### config.mk
export PLATFORM = sky130hd
export DESIGN_NAME = acc_alu
export DESIGN_NICKNAME = d
export VERILOG_FILES = /design/src/rtl/acc_alu_pkg.sv /design/src/rtl/acc_alu_arith.sv /design/src/rtl/acc_alu_logic.sv /design/src/rtl/acc_alu_flags.sv /design/src/rtl/acc_alu.sv
export SDC_FILE = /design/constraint.sdc
export NUM_CORES = 1
export LEC_CHECK = 0
export BUFFER_PORTS_ARGS = -buffer_cell sky130_fd_sc_hd__buf_2
export CELL_PAD_IN_SITES_DETAIL_PLACEMENT = 1
export CELL_PAD_IN_SITES_GLOBAL_PLACEMENT = 1
export CORE_UTILIZATION = 42
export CTS_CLUSTER_SIZE = 20
export DETAILED_ROUTE_END_ITERATION = 8
export MAX_ROUTING_LAYER = met4
export PLACE_DENSITY_LB_ADDON = 0.1
export SETUP_SLACK_MARGIN = 0.05
export SYNTH_ARGS = -nofsm -noshare
export SYNTH_HDL_FRONTEND = slang
export SYNTH_SLANG_ARGS = --single-unit
### constraint.sdc
create_clock -name clk -period 4.52 [get_ports clk]
set_input_delay 0.452 -clock clk [delete_from_list [all_inputs] [get_ports clk]]
set_output_delay 0.452 -clock clk [all_outputs]
set_load 0.05 [all_outputs]
### src/rtl/acc_alu_pkg.sv
package acc_alu_pkg;
  typedef enum logic [3:0] {
    OP_ADD = 4'd0,
    OP_SUB = 4'd1,
    OP_INC = 4'd2,
    OP_DEC = 4'd3,
    OP_AND = 4'd4,
    OP_OR  = 4'd5,
    OP_XOR = 4'd6,
    OP_CMP = 4'd7,
    OP_ROL = 4'd8
  } alu_op_e;

  localparam int FLAG_W = 8;
  localparam int FB_S   = 7;
  localparam int FB_Z   = 6;
  localparam int FB_AC  = 4;
  localparam int FB_P   = 2;
  localparam int FB_CY  = 0;
  localparam logic [3:0] OP_LAST = 4'd8;

  function automatic logic op_is_arith(input logic [3:0] c);
    return (c == OP_ADD) || (c == OP_SUB) || (c == OP_INC) ||
           (c == OP_DEC) || (c == OP_CMP);
  endfunction
endpackage

### src/rtl/acc_alu_arith.sv
module acc_alu_arith
  import acc_alu_pkg::*;
#(
  parameter int DATA_W = 8,
  parameter int NIB_W  = 4
) (
  input  logic [3:0]        op,
  input  logic [DATA_W-1:0] a,
  input  logic [DATA_W-1:0] b,
  output logic [DATA_W-1:0] res,
  output logic              cy,
  output logic              ac
);
  localparam logic [DATA_W:0] ONE_W = (DATA_W+1)'(1);
  localparam logic [NIB_W:0]  ONE_N = (NIB_W+1)'(1);

  logic [DATA_W:0] wide;
  logic [NIB_W:0]  nib;

  always_comb begin
    wide = '0;
    nib  = '0;
    case (op)
      OP_ADD: begin
        wide = {1'b0, a} + {1'b0, b};
        nib  = {1'b0, a[NIB_W-1:0]} + {1'b0, b[NIB_W-1:0]};
      end
      OP_SUB, OP_CMP: begin
        wide = {1'b0, a} - {1'b0, b};
        nib  = {1'b0, a[NIB_W-1:0]} - {1'b0, b[NIB_W-1:0]};
      end
      OP_INC: begin
        wide = {1'b0, a} + ONE_W;
        nib  = {1'b0, a[NIB_W-1:0]} + ONE_N;
      end
      OP_DEC: begin
        wide = {1'b0, a} - ONE_W;
        nib  = {1'b0, a[NIB_W-1:0]} - ONE_N;
      end
      default: begin
        wide = '0;
        nib  = '0;
      end
    endcase
  end

  assign res = wide[DATA_W-1:0];
  assign cy  = wide[DATA_W];
  assign ac  = nib[NIB_W];
endmodule

### src/rtl/acc_alu_logic.sv
module acc_alu_logic
  import acc_alu_pkg::*;
#(
  parameter int DATA_W = 8
) (
  input  logic [3:0]        op,
  input  logic [DATA_W-1:0] a,
  input  logic [DATA_W-1:0] b,
  output logic [DATA_W-1:0] res,
  output logic              rot_cy
);
  always_comb begin
    case (op)
      OP_AND:  res = a & b;
      OP_OR:   res = a | b;
      OP_XOR:  res = a ^ b;
      OP_ROL:  res = {a[DATA_W-2:0], a[DATA_W-1]};
      default: res = '0;
    endcase
  end

  assign rot_cy = a[DATA_W-1];
endmodule

### src/rtl/acc_alu_flags.sv
module acc_alu_flags
  import acc_alu_pkg::*;
#(
  parameter int DATA_W = 8
) (
  input  logic [3:0]        op,
  input  logic [DATA_W-1:0] res,
  input  logic              ar_cy,
  input  logic              ar_ac,
  input  logic              rot_cy,
  input  logic [FLAG_W-1:0] cur,
  output logic [FLAG_W-1:0] nxt
);
  logic s_b, z_b, p_b;

  assign s_b = res[DATA_W-1];
  assign z_b = (res == '0);
  assign p_b = ~^res;

  always_comb begin
    nxt = '0;
    nxt[FB_S]  = cur[FB_S];
    nxt[FB_Z]  = cur[FB_Z];
    nxt[FB_AC] = cur[FB_AC];
    nxt[FB_P]  = cur[FB_P];
    nxt[FB_CY] = cur[FB_CY];
    case (op)
      OP_ADD, OP_SUB, OP_CMP: begin
        nxt[FB_S]  = s_b;
        nxt[FB_Z]  = z_b;
        nxt[FB_P]  = p_b;
        nxt[FB_AC] = ar_ac;
        nxt[FB_CY] = ar_cy;
      end
      OP_INC, OP_DEC: begin
        nxt[FB_S]  = s_b;
        nxt[FB_Z]  = z_b;
        nxt[FB_P]  = p_b;
        nxt[FB_AC] = ar_ac;
      end
      OP_AND, OP_OR, OP_XOR: begin
        nxt[FB_S]  = s_b;
        nxt[FB_Z]  = z_b;
        nxt[FB_P]  = p_b;
        nxt[FB_AC] = 1'b0;
        nxt[FB_CY] = 1'b0;
      end
      OP_ROL: nxt[FB_CY] = rot_cy;
      default: ;
    endcase
  end
endmodule

### src/rtl/acc_alu.sv
module acc_alu
  import acc_alu_pkg::*;
#(
  parameter int DATA_W = 8,
  parameter int OP_W   = 4,
  parameter int NIB_W  = 4
) (
  input  logic              clk,
  input  logic              rst,
  input  logic              start,
  input  logic [OP_W-1:0]   op,
  input  logic [DATA_W-1:0] opd,
  output logic [DATA_W-1:0] acc,
  output logic [FLAG_W-1:0] flags,
  output logic              done
);
  logic [DATA_W-1:0] acc_q;
  logic [FLAG_W-1:0] flg_q;
  logic              done_q;

  logic [3:0]        op4;
  logic [DATA_W-1:0] ar_res, lg_res, res;
  logic              ar_cy, ar_ac, rot_cy;
  logic [FLAG_W-1:0] flg_nxt;
  logic              known, wr_acc;

  assign op4    = 4'(op);
  assign known  = (op <= OP_W'(OP_LAST));
  assign wr_acc = start && known && (op4 != OP_CMP);

  acc_alu_arith #(.DATA_W(DATA_W), .NIB_W(NIB_W)) u_arith (
    .op(op4), .a(acc_q), .b(opd), .res(ar_res), .cy(ar_cy), .ac(ar_ac)
  );

  acc_alu_logic #(.DATA_W(DATA_W)) u_logic (
    .op(op4), .a(acc_q), .b(opd), .res(lg_res), .rot_cy(rot_cy)
  );

  assign res = op_is_arith(op4) ? ar_res : lg_res;

  acc_alu_flags #(.DATA_W(DATA_W)) u_flags (
    .op(op4), .res(res), .ar_cy(ar_cy), .ar_ac(ar_ac), .rot_cy(rot_cy),
    .cur(flg_q), .nxt(flg_nxt)
  );

  always_ff @(posedge clk) begin
    if (rst) begin
      acc_q  <= '0;
      flg_q  <= '0;
      done_q <= 1'b0;
    end else begin
      done_q <= start;
      if (wr_acc)
        acc_q <= res;
      if (start && known)
        flg_q <= flg_nxt;
    end
  end

  assign acc   = acc_q;
  assign flags = flg_q;
  assign done  = done_q;
endmodule

==> metrics <==
critical path class in2reg; share of layout cells above drive strength 1 0.145; n_diodes 0; post-cts gate resize count 0; Slew Limit Headroom 0.327; DR top layer met4; Switching Fraction 0.460; CP Data Required Time 4700 ps; endpoints failing setup 0; gr usage total 0.283; pwr dens 253 nW/um^2; P_sw between 0.0002 and 0.0003 W; worst vdd ir 0.168 mV; TritonCTS buffer count 3; clk slew on worst S/H paths roughly 50 ps; Max Slew Vio Count 0; PortBufs 28; clock share of power 0.168; post-synthesis sequential area ratio 0.133; DRT Pass-1 Iters 5; Seq cells post-synth 14; yosys warns 0; CTS tree done; Slowest cell on crit path or3b_4; cts hold-fix bufs 0; met1 wire length 3.16 mm; crit path capture type flip-flop; Mapped Area 2100 sq um; DRC violations left 0; CP Data Arrival Time ~4000 ps; WP buf/inv 2; initial antenna violation count 0; top_reg_cell synth dfxtp_1; DIE AREA 5290 sq um; maximum number of pins on one net before global-route repair 23; Top-Level Pins 32; vias in the first global route about 2200; Min Hold Slack between 400 and 500 ps; Die Width 72.7 microns; Int Pwr 0.000317 W; Setup Total Neg Slack 0 ps; Synth-to-Final Area Change 10.3%; syn_area_per_cell 7.37 sq um; clk_skew around 1.6 ps; Initial DRC Count 84; Clock Path Buffers 2; Routed WL per cell 18.5 microns; Worst path max stage delay 430 ps; Post-synth EDFFs 0; most common cell after layout, fill and taps aside ha_1; Hold Crit Class reg2reg; status finished clean; Finished Layout Cells around 370; Vias 2205; post-DP HPWL roughly 5.4 mm; critical path launch point type input port; crit path cell chain buf_2 > inv_1 > ha_1 > or3b_4 > or3_4 > xnor2_1 > a21oi_1 > ha_1 > nor2_1 > mux2_2 > o31ai_1 > and2_1 > ha_1 > xnor2_1 > xnor2_1 > nand2_1 > a21oi_1; post-synthesis cell type count 56; RePlAce Congestion 0.940; Syn Inst Count 285; minimum clock period after layout 3830 ps; dpl cells approximately 370; met2 WL 3.33 mm; Net count, final 352; clock sink count 14; Flop pwr share 0.256; first-pass GRT wire length between 10 and 15 mm; max-cap violation count 0; met3 wire length 259 microns; remaining global-route overflow 0; Lkg Pwr 1.00 nW; final count of hold timing violations 0; residual antenna-violating net count after detailed routing 0; Routed WL roughly 6.9 mm; postcts setup bufs 0; most frequent cells in the layout ha_1, nor2_1, buf_2; Worst-Margin Slew 1010 ps; delay-heaviest family, CP simple AND/OR/NAND/NOR gates; root buffer cell clkbuf_8; core box area 4750 sq um; Via-to-Cell Ratio 5.94; CP max FO 6; Synth async-reset ratio 0; Pwr Total roughly 0.0006 W; Skew-Pair Late Insertion Delay 240 ps; Logic pwr share 0.576; Die Ht 72.7 microns; Peak Freq 261 MHz; htree depth 1; RSZ-0062 raised after global routing false; fin crit share 0.848; # rows 25; Starting Density 0.442
sequential cells by signal, indices dropped and copies added (netlist names):
| name | cells |
|---|---|
| acc | 8 |
| flags | 5 |
| done | 1 |
layer usage:
metal	global-route usage	vias up
met4	0.0915	0
met1	0.355	1077
met5	-	-
met2	0.481	47
li1	-	1071
met3	0.0235	10
worst paths after layout:
kind,startpoint,endpoint,slack (ps),depth (start not counted)
worst max-delay path,opd[0],flags[2]$_SDFFE_PP0P_,690,17
worst min-delay path,flags[2]$_SDFFE_PP0P_,flags[2]$_SDFFE_PP0P_,460,2
worst max register to register,acc[0]$_SDFFE_PP0P_,flags[2]$_SDFFE_PP0P_,1390,12
worst min register to register,flags[2]$_SDFFE_PP0P_,flags[2]$_SDFFE_PP0P_,460,2
kinds of logic after synthesis:
kind of cell / Yosys count / synth area share
buf+inv: 41 / 0.0840
compound gates: 91 / 0.299
flops: 14 / 0.133
simple gates: 93 / 0.232
mux: 4 / 0.0197
fa+ha+maj: 31 / 0.188
other cells: 1 / 0.00179
xor+xnor: 10 / 0.0417
worst reg2reg max path, cell delays in order, from the launching register on:
cell      delay, ps
dfxtp_1         450
inv_1           130
ha_1            240
fa_1            400
nand2b_1        170
a21oi_2         230
xor2_1          120
a221oi_1        380
ha_1            310
xnor2_1         240
xnor2_1         180
nand2_1          80
a21oi_1         140
Yosys cell counts (3+ instances only):
| library cell | number | area, sq um |
|---|---|---|
| a211oi_1 | 9 | 67.6 |
| a21oi_1 | 24 | 120 |
| a221oi_1 | 4 | 35.0 |
| a22o_1 | 3 | 26.3 |
| a22oi_1 | 5 | 37.5 |
| and3_1 | 6 | 37.5 |
| buf_2 | 6 | 30.0 |
| buf_4 | 4 | 30.0 |
| clkbuf_1 | 8 | 30.0 |
| dfxtp_1 | 14 | 280 |
| ha_1 | 30 | 375 |
| inv_1 | 22 | 82.6 |
| mux2i_1 | 3 | 30.0 |
| nand2_1 | 17 | 63.8 |
| nand2b_1 | 9 | 56.3 |
| nand3_1 | 3 | 15.0 |
| nand4_1 | 4 | 25.0 |
| nor2_1 | 29 | 109 |
| nor2b_1 | 7 | 43.8 |
| nor3_1 | 6 | 30.0 |
| o21ai_0 | 17 | 85.1 |
| xnor2_1 | 9 | 78.8 |
power groups by stage:
stage	sequential (W)	clock, W	combinational [W]
after floorplan	0.000186	0	0.000212
after detailed placement	0.000152	0	0.000332
after global placement	0.000152	0	0.000324
after CTS	0.000150	0.000102	0.000337
after global routing	0.000152	0.000104	0.000369
final	0.000150	0.0000988	0.000338
area by class of cell:
cell class                      count  area (sq um)
Clock buffer                        3          41.3
Inverter                           22          82.6
Multi-Input combinational cell    232          1650
Fill cell                         646          2440
Timing Repair Buffer               33           178
Tap cell                           67          83.8
Sequential cell                    14           280
per-stage QoR:
step                instance area, sq um  utilization  worst slack, ps
CTS                                 2320        0.487              698
floorplan                           2110            -              900
finish                              2320        0.487              686
detailed placement                  2280        0.479              472
global route                        2320        0.487              382
global placement                    2280        0.479              539
(Power assumes the default switching activity.)
